===== src/rtl/stig_pkg.sv =====
package stig_pkg;

    localparam int PIX_W  = 8;
    localparam int LFSR_W = 32;
    localparam logic [LFSR_W-1:0] LFSR_TAPS = 32'h8020_0003;
    localparam logic [LFSR_W-1:0] LFSR_ALT  = 32'h0000_0001;

    typedef enum logic [1:0] {
        PRIM_ZF  = 2'd0,
        PRIM_FZ  = 2'd1,
        PRIM_FF  = 2'd2,
        PRIM_BAD = 2'd3
    } prim_e;

    typedef enum logic [1:0] {
        PK_IDLE = 2'd0,
        PK_ROWS = 2'd1,
        PK_COLS = 2'd2
    } pick_st_e;

    typedef enum logic {
        RS_IDLE   = 1'b0,
        RS_STREAM = 1'b1
    } ras_st_e;

    // value of one pixel of a pair primitive; odd selects the neighbour position
    function automatic logic [PIX_W-1:0] prim_pixel(input logic [1:0] code,
                                                    input logic [PIX_W-1:0] f,
                                                    input logic odd);
        logic [PIX_W-1:0] v;
        case (prim_e'(code))
            PRIM_ZF: v = odd ? f : '0;
            PRIM_FZ: v = odd ? '0 : f;
            PRIM_FF: v = f;
            default: v = '0;
        endcase
        return v;
    endfunction

endpackage


===== src/rtl/stig_lfsr.sv =====
module stig_lfsr
    import stig_pkg::*;
(
    input  logic              clk_i,
    input  logic              rst_ni,
    input  logic              load_i,
    input  logic [LFSR_W-1:0] seed_i,
    input  logic              step_i,
    output logic [LFSR_W-1:0] state_o
);

    logic [LFSR_W-1:0] lfsr_d, lfsr_q;

    always_comb begin
        lfsr_d = lfsr_q;
        if (load_i) begin
            lfsr_d = (seed_i == '0) ? LFSR_ALT : seed_i;
        end else if (step_i) begin
            lfsr_d = lfsr_q[0] ? ((lfsr_q >> 1) ^ LFSR_TAPS) : (lfsr_q >> 1);
        end
    end

    always_ff @(posedge clk_i) begin
        if (!rst_ni) lfsr_q <= LFSR_ALT;
        else         lfsr_q <= lfsr_d;
    end

    assign state_o = lfsr_q;

    AST_LFSR_NONZERO: assert property (@(posedge clk_i) disable iff (!rst_ni)
        lfsr_q != '0);

endmodule


===== src/rtl/stig_fshape.sv =====
module stig_fshape
    import stig_pkg::*;
#(
    parameter int FW = 6,
    parameter int NF = 4
) (
    input  logic [FW*NF-1:0] raw_i,
    output logic [PIX_W-1:0] f_o
);

    localparam int SUM_W = FW + $clog2(NF);
    localparam int DW    = SUM_W + 3;
    localparam int MEAN  = NF * ((1 << FW) - 1) / 2;
    localparam logic signed [DW-1:0] MEAN_S = DW'(MEAN);
    localparam logic signed [DW-1:0] F_MAX  = DW'((1 << (PIX_W - 1)) - 1);
    localparam logic signed [DW-1:0] F_MIN  = -F_MAX - DW'(1);

    logic [SUM_W-1:0]     sum;
    logic signed [DW-1:0] dev;
    logic signed [DW-1:0] scl;

    always_comb begin
        sum = '0;
        for (int k = 0; k < NF; k++) begin
            sum = sum + SUM_W'(raw_i[k*FW +: FW]);
        end
        dev = $signed(DW'(sum)) - MEAN_S;
        // scale by 1.75 to bring the spread close to one Q1.6 unit
        scl = dev + (dev >>> 1) + (dev >>> 2);
        if (scl > F_MAX)      f_o = F_MAX[PIX_W-1:0];
        else if (scl < F_MIN) f_o = F_MIN[PIX_W-1:0];
        else                  f_o = scl[PIX_W-1:0];
    end

endmodule


===== src/rtl/stig_picker.sv =====
module stig_picker
    import stig_pkg::*;
#(
    parameter int H     = 28,
    parameter int W     = 28,
    parameter int CNT_W = 8,
    parameter int CODE_LSB = 16
) (
    input  logic                      clk_i,
    input  logic                      rst_ni,
    input  logic                      start_i,
    input  logic [CNT_W-1:0]          rows_i,
    input  logic [CNT_W-1:0]          cols_i,
    input  logic [LFSR_W-1:0]         lfsr_i,
    input  logic [PIX_W-1:0]          f_i,
    output logic                      load_o,
    output logic                      step_o,
    output logic                      busy_o,
    output logic                      go_o,
    output logic [H-1:0]              rsel_o,
    output logic [H-1:0][1:0]         rcode_o,
    output logic [H-1:0][PIX_W-1:0]   rf_o,
    output logic [W-1:0]              csel_o,
    output logic [W-1:0][1:0]         ccode_o,
    output logic [W-1:0][PIX_W-1:0]   cf_o
);

    localparam int RW = $clog2(H);
    localparam int CW = $clog2(W);
    localparam logic [CNT_W-1:0] H_CNT = CNT_W'(H);
    localparam logic [CNT_W-1:0] W_CNT = CNT_W'(W);
    localparam logic [RW:0]      H_LIM = (RW+1)'(H);
    localparam logic [CW:0]      W_LIM = (CW+1)'(W);

    typedef struct packed {
        pick_st_e                 st;
        logic                     phase;
        logic [CNT_W-1:0]         need_r;
        logic [CNT_W-1:0]         need_c;
        logic [CNT_W-1:0]         got;
        logic [RW-1:0]            cand_r;
        logic [CW-1:0]            cand_c;
        logic [1:0]               code;
        logic [H-1:0]             rsel;
        logic [H-1:0][1:0]        rcode;
        logic [H-1:0][PIX_W-1:0]  rf;
        logic [W-1:0]             csel;
        logic [W-1:0][1:0]        ccode;
        logic [W-1:0][PIX_W-1:0]  cf;
    } pick_t;

    pick_t pick_d, pick_q;

    logic [RW-1:0] draw_r;
    logic [CW-1:0] draw_c;
    logic [1:0]    draw_code;
    logic          row_ok, col_ok, code_ok;

    assign draw_r    = lfsr_i[RW-1:0];
    assign draw_c    = lfsr_i[CW-1:0];
    assign draw_code = lfsr_i[CODE_LSB +: 2];
    assign code_ok   = (prim_e'(draw_code) != PRIM_BAD);
    assign row_ok    = ({1'b0, draw_r} < H_LIM) && !pick_q.rsel[draw_r] && code_ok;
    assign col_ok    = ({1'b0, draw_c} < W_LIM) && !pick_q.csel[draw_c] && code_ok;

    always_comb begin
        pick_d = pick_q;
        load_o = 1'b0;
        go_o   = 1'b0;
        case (pick_q.st)
            PK_IDLE: begin
                if (start_i) begin
                    load_o        = 1'b1;
                    pick_d.st     = PK_ROWS;
                    pick_d.phase  = 1'b0;
                    pick_d.got    = '0;
                    pick_d.need_r = (rows_i > H_CNT) ? H_CNT : rows_i;
                    pick_d.need_c = (cols_i > W_CNT) ? W_CNT : cols_i;
                    pick_d.rsel   = '0;
                    pick_d.rcode  = '0;
                    pick_d.rf     = '0;
                    pick_d.csel   = '0;
                    pick_d.ccode  = '0;
                    pick_d.cf     = '0;
                end
            end
            PK_ROWS: begin
                if (pick_q.got == pick_q.need_r) begin
                    pick_d.st    = PK_COLS;
                    pick_d.got   = '0;
                    pick_d.phase = 1'b0;
                end else if (!pick_q.phase) begin
                    if (row_ok) begin
                        pick_d.cand_r = draw_r;
                        pick_d.code   = draw_code;
                        pick_d.phase  = 1'b1;
                    end
                end else if (f_i != '0) begin
                    pick_d.rsel[pick_q.cand_r]  = 1'b1;
                    pick_d.rcode[pick_q.cand_r] = pick_q.code;
                    pick_d.rf[pick_q.cand_r]    = f_i;
                    pick_d.got                  = pick_q.got + CNT_W'(1);
                    pick_d.phase                = 1'b0;
                end
            end
            PK_COLS: begin
                if (pick_q.got == pick_q.need_c) begin
                    go_o         = 1'b1;
                    pick_d.st    = PK_IDLE;
                    pick_d.phase = 1'b0;
                end else if (!pick_q.phase) begin
                    if (col_ok) begin
                        pick_d.cand_c = draw_c;
                        pick_d.code   = draw_code;
                        pick_d.phase  = 1'b1;
                    end
                end else if (f_i != '0) begin
                    pick_d.csel[pick_q.cand_c]  = 1'b1;
                    pick_d.ccode[pick_q.cand_c] = pick_q.code;
                    pick_d.cf[pick_q.cand_c]    = f_i;
                    pick_d.got                  = pick_q.got + CNT_W'(1);
                    pick_d.phase                = 1'b0;
                end
            end
            default: pick_d.st = PK_IDLE;
        endcase
    end

    always_ff @(posedge clk_i) begin
        if (!rst_ni) pick_q <= '0;
        else         pick_q <= pick_d;
    end

    assign step_o  = (pick_q.st != PK_IDLE);
    assign busy_o  = (pick_q.st != PK_IDLE);
    assign rsel_o  = pick_q.rsel;
    assign rcode_o = pick_q.rcode;
    assign rf_o    = pick_q.rf;
    assign csel_o  = pick_q.csel;
    assign ccode_o = pick_q.ccode;
    assign cf_o    = pick_q.cf;

    AST_ROW_TALLY: assert property (@(posedge clk_i) disable iff (!rst_ni)
        (pick_q.st == PK_ROWS) |-> ($countones(pick_q.rsel) == int'(pick_q.got)));
    AST_COL_TALLY: assert property (@(posedge clk_i) disable iff (!rst_ni)
        (pick_q.st == PK_COLS) |-> ($countones(pick_q.csel) == int'(pick_q.got)));
    AST_GO_COUNTS: assert property (@(posedge clk_i) disable iff (!rst_ni)
        go_o |-> ($countones(pick_q.rsel) == int'(pick_q.need_r)
                  && $countones(pick_q.csel) == int'(pick_q.need_c)));
    AST_NO_CODE3: assert property (@(posedge clk_i) disable iff (!rst_ni)
        (pick_q.st != PK_IDLE && pick_q.phase) |-> (prim_e'(pick_q.code) != PRIM_BAD));

endmodule


===== src/rtl/stig_raster.sv =====
module stig_raster
    import stig_pkg::*;
#(
    parameter int H = 28,
    parameter int W = 28
) (
    input  logic                     clk_i,
    input  logic                     rst_ni,
    input  logic                     go_i,
    input  logic                     ready_i,
    input  logic [H-1:0]             rsel_i,
    input  logic [H-1:0][1:0]        rcode_i,
    input  logic [H-1:0][PIX_W-1:0]  rf_i,
    input  logic [W-1:0]             csel_i,
    input  logic [W-1:0][1:0]        ccode_i,
    input  logic [W-1:0][PIX_W-1:0]  cf_i,
    output logic                     valid_o,
    output logic [$clog2(H)-1:0]     row_o,
    output logic [$clog2(W)-1:0]     col_o,
    output logic [PIX_W-1:0]         pix_o,
    output logic                     done_o,
    output logic                     active_o
);

    localparam int RW = $clog2(H);
    localparam int CW = $clog2(W);
    localparam logic [RW-1:0] ROW_LAST = RW'(H - 1);
    localparam logic [CW-1:0] COL_LAST = CW'(W - 1);

    typedef struct packed {
        ras_st_e       st;
        logic [RW-1:0] row;
        logic [CW-1:0] col;
        logic          done;
    } ras_t;

    ras_t ras_d, ras_q;

    always_comb begin
        ras_d      = ras_q;
        ras_d.done = 1'b0;
        case (ras_q.st)
            RS_IDLE: begin
                if (go_i) begin
                    ras_d.st  = RS_STREAM;
                    ras_d.row = '0;
                    ras_d.col = '0;
                end
            end
            RS_STREAM: begin
                if (ready_i) begin
                    if (ras_q.col == COL_LAST) begin
                        ras_d.col = '0;
                        if (ras_q.row == ROW_LAST) begin
                            ras_d.st   = RS_IDLE;
                            ras_d.done = 1'b1;
                        end else begin
                            ras_d.row = ras_q.row + RW'(1);
                        end
                    end else begin
                        ras_d.col = ras_q.col + CW'(1);
                    end
                end
            end
            default: ras_d.st = RS_IDLE;
        endcase
    end

    always_ff @(posedge clk_i) begin
        if (!rst_ni) ras_q <= '0;
        else         ras_q <= ras_d;
    end

    // column content overrides row content at a crossing
    always_comb begin
        if (csel_i[ras_q.col]) begin
            pix_o = prim_pixel(ccode_i[ras_q.col], cf_i[ras_q.col], ras_q.row[0]);
        end else if (rsel_i[ras_q.row]) begin
            pix_o = prim_pixel(rcode_i[ras_q.row], rf_i[ras_q.row], ras_q.col[0]);
        end else begin
            pix_o = '0;
        end
    end

    assign valid_o  = (ras_q.st == RS_STREAM);
    assign active_o = (ras_q.st == RS_STREAM);
    assign row_o    = ras_q.row;
    assign col_o    = ras_q.col;
    assign done_o   = ras_q.done;

    AST_STALL_HOLD: assert property (@(posedge clk_i) disable iff (!rst_ni)
        (valid_o && !ready_i) |=> (valid_o && $stable(row_o) && $stable(col_o) && $stable(pix_o)));
    AST_DONE_AFTER_LAST: assert property (@(posedge clk_i) disable iff (!rst_ni)
        done_o |-> $past(valid_o && ready_i && row_o == ROW_LAST && col_o == COL_LAST));
    AST_DONE_SINGLE: assert property (@(posedge clk_i) disable iff (!rst_ni)
        done_o |=> !done_o);
    AST_IDX_RANGE: assert property (@(posedge clk_i) disable iff (!rst_ni)
        valid_o |-> ({1'b0, row_o} < (RW+1)'(H) && {1'b0, col_o} < (CW+1)'(W)));

endmodule


===== src/rtl/stig_gen.sv =====
module stig_gen
    import stig_pkg::*;
#(
    parameter int IMG_H = 28,
    parameter int IMG_W = 28,
    parameter int CNT_W = 8
) (
    input  logic                       clk_i,
    input  logic                       rst_ni,
    input  logic                       start_i,
    input  logic [31:0]                seed_i,
    input  logic [CNT_W-1:0]           rows_i,
    input  logic [CNT_W-1:0]           cols_i,
    input  logic                       pix_ready_i,
    output logic                       pix_valid_o,
    output logic [7:0]                 pix_data_o,
    output logic [$clog2(IMG_H)-1:0]   pix_row_o,
    output logic [$clog2(IMG_W)-1:0]   pix_col_o,
    output logic                       done_o
);

    localparam int F_FIELD = 6;
    localparam int F_TERMS = 4;
    localparam int F_LSB   = LFSR_W - F_FIELD * F_TERMS;

    logic                          pick_busy, stream_active, start_ok;
    logic                          lfsr_load, lfsr_step, go;
    logic [LFSR_W-1:0]             lfsr_state;
    logic [PIX_W-1:0]              f_val;
    logic [IMG_H-1:0]              rsel;
    logic [IMG_H-1:0][1:0]         rcode;
    logic [IMG_H-1:0][PIX_W-1:0]   rf;
    logic [IMG_W-1:0]              csel;
    logic [IMG_W-1:0][1:0]         ccode;
    logic [IMG_W-1:0][PIX_W-1:0]   cf;

    assign start_ok = start_i && !pick_busy && !stream_active;

    stig_lfsr i_lfsr (
        .clk_i   (clk_i),
        .rst_ni  (rst_ni),
        .load_i  (lfsr_load),
        .seed_i  (seed_i),
        .step_i  (lfsr_step),
        .state_o (lfsr_state)
    );

    stig_fshape #(.FW(F_FIELD), .NF(F_TERMS)) i_fshape (
        .raw_i (lfsr_state[LFSR_W-1:F_LSB]),
        .f_o   (f_val)
    );

    stig_picker #(.H(IMG_H), .W(IMG_W), .CNT_W(CNT_W)) i_picker (
        .clk_i   (clk_i),
        .rst_ni  (rst_ni),
        .start_i (start_ok),
        .rows_i  (rows_i),
        .cols_i  (cols_i),
        .lfsr_i  (lfsr_state),
        .f_i     (f_val),
        .load_o  (lfsr_load),
        .step_o  (lfsr_step),
        .busy_o  (pick_busy),
        .go_o    (go),
        .rsel_o  (rsel),
        .rcode_o (rcode),
        .rf_o    (rf),
        .csel_o  (csel),
        .ccode_o (ccode),
        .cf_o    (cf)
    );

    stig_raster #(.H(IMG_H), .W(IMG_W)) i_raster (
        .clk_i    (clk_i),
        .rst_ni   (rst_ni),
        .go_i     (go),
        .ready_i  (pix_ready_i),
        .rsel_i   (rsel),
        .rcode_i  (rcode),
        .rf_i     (rf),
        .csel_i   (csel),
        .ccode_i  (ccode),
        .cf_i     (cf),
        .valid_o  (pix_valid_o),
        .row_o    (pix_row_o),
        .col_o    (pix_col_o),
        .pix_o    (pix_data_o),
        .done_o   (done_o),
        .active_o (stream_active)
    );

    AST_PHASES_EXCLUSIVE: assert property (@(posedge clk_i) disable iff (!rst_ni)
        !(pick_busy && stream_active));
    AST_TABLES_FROZEN: assert property (@(posedge clk_i) disable iff (!rst_ni)
        (stream_active && $past(stream_active)) |-> ($stable(rsel) && $stable(csel)));

endmodule


===== config.mk =====
export PLATFORM = sky130hd
export DESIGN_NAME = stig_gen
export DESIGN_NICKNAME = d
export VERILOG_FILES = /design/src/rtl/stig_pkg.sv /design/src/rtl/stig_lfsr.sv /design/src/rtl/stig_fshape.sv /design/src/rtl/stig_picker.sv /design/src/rtl/stig_raster.sv /design/src/rtl/stig_gen.sv
export SDC_FILE = /design/constraint.sdc
export NUM_CORES = 2
export LEC_CHECK = 0
export ABC_CLOCK_PERIOD_IN_PS = 7700
export BUFFER_PORTS_ARGS = -buffer_cell sky130_fd_sc_hd__clkbuf_2
export CORE_ASPECT_RATIO = 1.2
export CORE_MARGIN = 10
export CORE_UTILIZATION = 63
export CTS_CLUSTER_DIAMETER = 200
export DETAILED_ROUTE_END_ITERATION = 8
export PLACE_DENSITY_LB_ADDON = 0.25
export SKIP_LAST_GASP = 1
export SLEW_MARGIN = 20
export SYNTH_ARGS = -nofsm -noshare
export SYNTH_HDL_FRONTEND = slang
export SYNTH_SLANG_ARGS = --single-unit

===== constraint.sdc =====
create_clock -name clk_i -period 7.7 [get_ports clk_i]
set_clock_uncertainty 0.1 [all_clocks]
set_input_delay 0.77 -clock clk_i [delete_from_list [all_inputs] [get_ports clk_i]]
set_output_delay 0.77 -clock clk_i [all_outputs]
set_load 0.02 [all_outputs]

==> flow_metrics.tcl <==
set metrics [dict create \
    grtUsageMet1_pct 35.4 \
    die_area_mm2 0.0600 \
    synth_enable_flop_cells 0 \
    hold_path.class "primary input to register" \
    drt_iter0_markers 2015 \
    cts_buffers 69 \
    antenna_found_initial 1 \
    yosysSeqAreaShare_pct 43.9 \
    synth_cells 2965 \
    worst-path-max-fanout 28 \
    insertion_delay_ns 0.61 \
    cts_buffer_depth 3 \
    place_congestion 0.919 \
    rsz0062_at_grt "yes" \
    final_util_pct 70.0 \
    vias 24200 \
    rows 90 \
    slowest_stage "fa_1" \
    crit_required_ns 8.07 \
    grt_pass1_vias 24400 \
    grt_usage_pct 28.7 \
    holdWs_ns 0.338 \
    crit_path_end_kind "register" \
    num_antenna_cells 0 \
    nets 3033 \
    yosys.area_share.simple_pct 9.50 \
    synth_area_mm2 0.0319 \
    globalRouteMet3Util_pct 4.55 \
    yosys.area.top_type "dfxtp_1" \
    synth-xor-area-share_pct 1.18 \
    area_growth_pct 10.1 \
    slew_violations 0 \
    drt-total-wl_um 86300 \
    critPathKind "register to register" \
    via_per_inst 6.65 \
    dr.pass1.iters 5 \
    synth-adder-area-share_pct 2.00 \
    die_x_um 225 \
    ys_types 79 \
    grt_first_pass_wirelength_um 138000 \
    io_buffers 71 \
    use_met2_pct 47.6 \
    synth-seq-cells 699 \
    ys.flop_type "dfxtp_1" \
    synthMuxAreaShare_pct 23.1 \
    die_y_um 266 \
    cpPeakStageDelay_ns 0.52 \
    wire_per_inst_um 23.8 \
    cts_tree "built" \
    r2r_slack_ns 0.39 \
    synth.avg_cell_area_um2 10.7 \
    setup_viol 0 \
    dp_hpwl_um 56200 \
    crit_top_cell "inv_1" \
    cap_violations 0 \
    final_cell_mix "695 x dfxtp_1, 379 x nand2_1, 322 x mux2i_1, 280 x o2bb2ai_1, 182 x mux4_2" \
    clkSlewWorstSetupHoldPaths_ns 0.06 \
    busiest_layer "met2" \
    final_common_cell "dfxtp_1" \
    h-tree-depth 3 \
    drive_gt1_share_pct 18.3 \
    cp_top_family "adder cells" \
    yosys_warnings 0 \
    path_buf_inv 5 \
    fin_crit_sh_pct 94.9 \
    run_status "complete, no violations" \
    core_mm2 0.0501 \
    fill_cells 3583 \
    grt_max_degree 121 \
    synth_nets 3059 \
    crit_arrival_ns 7.68 \
    synth.top_cell.area_share_pct 43.9 \
    cts_sinks 699 \
    max_freq_mhz 137 \
    synth-compound-area-share_pct 15.6 \
    post-route-drc-count 0 \
    slew_headroom_pct 20.2 \
    grt-ovfl-total 0 \
    start_util_pct 63.6 \
    ant_nets 0 \
    boundaryPins 72 \
    async_reset_ff_share_pct 0 \
    worstSetupStartpointType "register" \
    root_buffer "clkbuf_16" \
    synthTopCellsByArea "dfxtp_1 44%, mux4_2 13%, mux2i_1 10%, o2bb2ai_1 7.7%, nand2_1 4.5%" \
    hold_viol 0 \
    tightest_slew_ns 1.19 \
    min_period_ns 7.31 \
    synth_top_family_by_area "multiplexers" \
]
-- per-layer routing --
metal	share of wire [%]	vias up
met2	48	1014
met1	39	12000
li1	-	10900
met4	5.4	2
met3	6.9	275
met5	0.015	-
-- state kept, by name (all words and copies together), names as in the netlist --
signal             flops
i_raster.active_o      1
i_picker.cf_o        224
i_picker.rcode_o      56
i_picker.pick_q       39
i_raster.col_o         5
i_picker.csel_o       28
i_picker.rf_o        224
i_picker.ccode_o      56
i_lfsr.state_o        32
i_raster.done_o        1
i_raster.row_o         5
i_picker.rsel_o       28
-- worst reg2reg max path: cells and delay by family, from the launching register on --
kind / cells / cell delay [ns]
adder cells (fa/ha/maj): 6 / 2.25
flip-flops: 1 / 0.37
XOR/XNOR: 2 / 0.37
AO/OA/AOI/OAI: 7 / 1.90
buffers and inverters: 5 / 0.47
AND/OR/NAND/NOR: 6 / 1.73
-- Yosys cell counts, drive strengths merged, types with 17 or more instances --
cell     number
mux2i       322
nand3        49
nor2        100
nand4        26
o21a         17
o21ai        75
clkbuf      157
a21oi       122
o2bb2ai     280
a311oi       19
inv          97
xor2         34
a211oi       18
nand2       380
dfxtp       699
mux4        182
o211ai       35
ha           27
buf         104
-- final timing paths --
check / from / end / cells after the start
setup / recovery: i_lfsr.state_o[8] / i_picker.cf_o[99] / 26
hold / removal: rows_i[1] / i_picker.pick_q[645] / 3
setup reg to reg: i_lfsr.state_o[8] / i_picker.cf_o[99] / 26
hold reg to reg: i_picker.rf_o[64] / i_picker.rf_o[64] / 2
-- cell type report --
cell class	instances	area (um2)	area share, %
well taps	644	806	2.30
clock buffers	94	1970	5.63
flip-flops and latches	699	14000	39.9
clock inverters	24	300	0.856
inverters	98	368	1.05
multi-input cells	1907	16500	47.1
repair buffers	164	1110	3.15
-- stage by stage --
| step | TNS (ns) | std cells | cell area, um2 | setup slack [ns] |
|---|---|---|---|---|
| floorplan | 0 | 2965 | 31900 | 1.05 |
| global placement | 0 | 3511 | 32700 | 0.512 |
| detailed placement | 0 | 3511 | 32700 | 0.413 |
| CTS | 0 | 3629 | 35000 | 0.324 |
| global route | -0.215 | 3630 | 35100 | -0.0213 |
| finish | 0 | 3630 | 35100 | 0.389 |
-- logic make-up after synthesis --
| group | count (synthesis) |
|---|---|
| mux | 506 |
| xor+xnor | 43 |
| buf+inv | 359 |
| compound gates | 647 |
| flops | 699 |
| fa+ha+maj | 42 |
| simple gates | 669 |
-- what timing repair did --
| action | in CTS | in global routing |
|---|---|---|
| endpoints found under the setup margin | 0 | 535 |
| setup buffers | 0 | 0 |
| hold buffers | 0 | 0 |
| gates resized for setup | 0 | 15 |
Power is left out: the tool's default activity adds up to more than one toggle a clock period on the data nets, which glitch-free logic cannot reach.
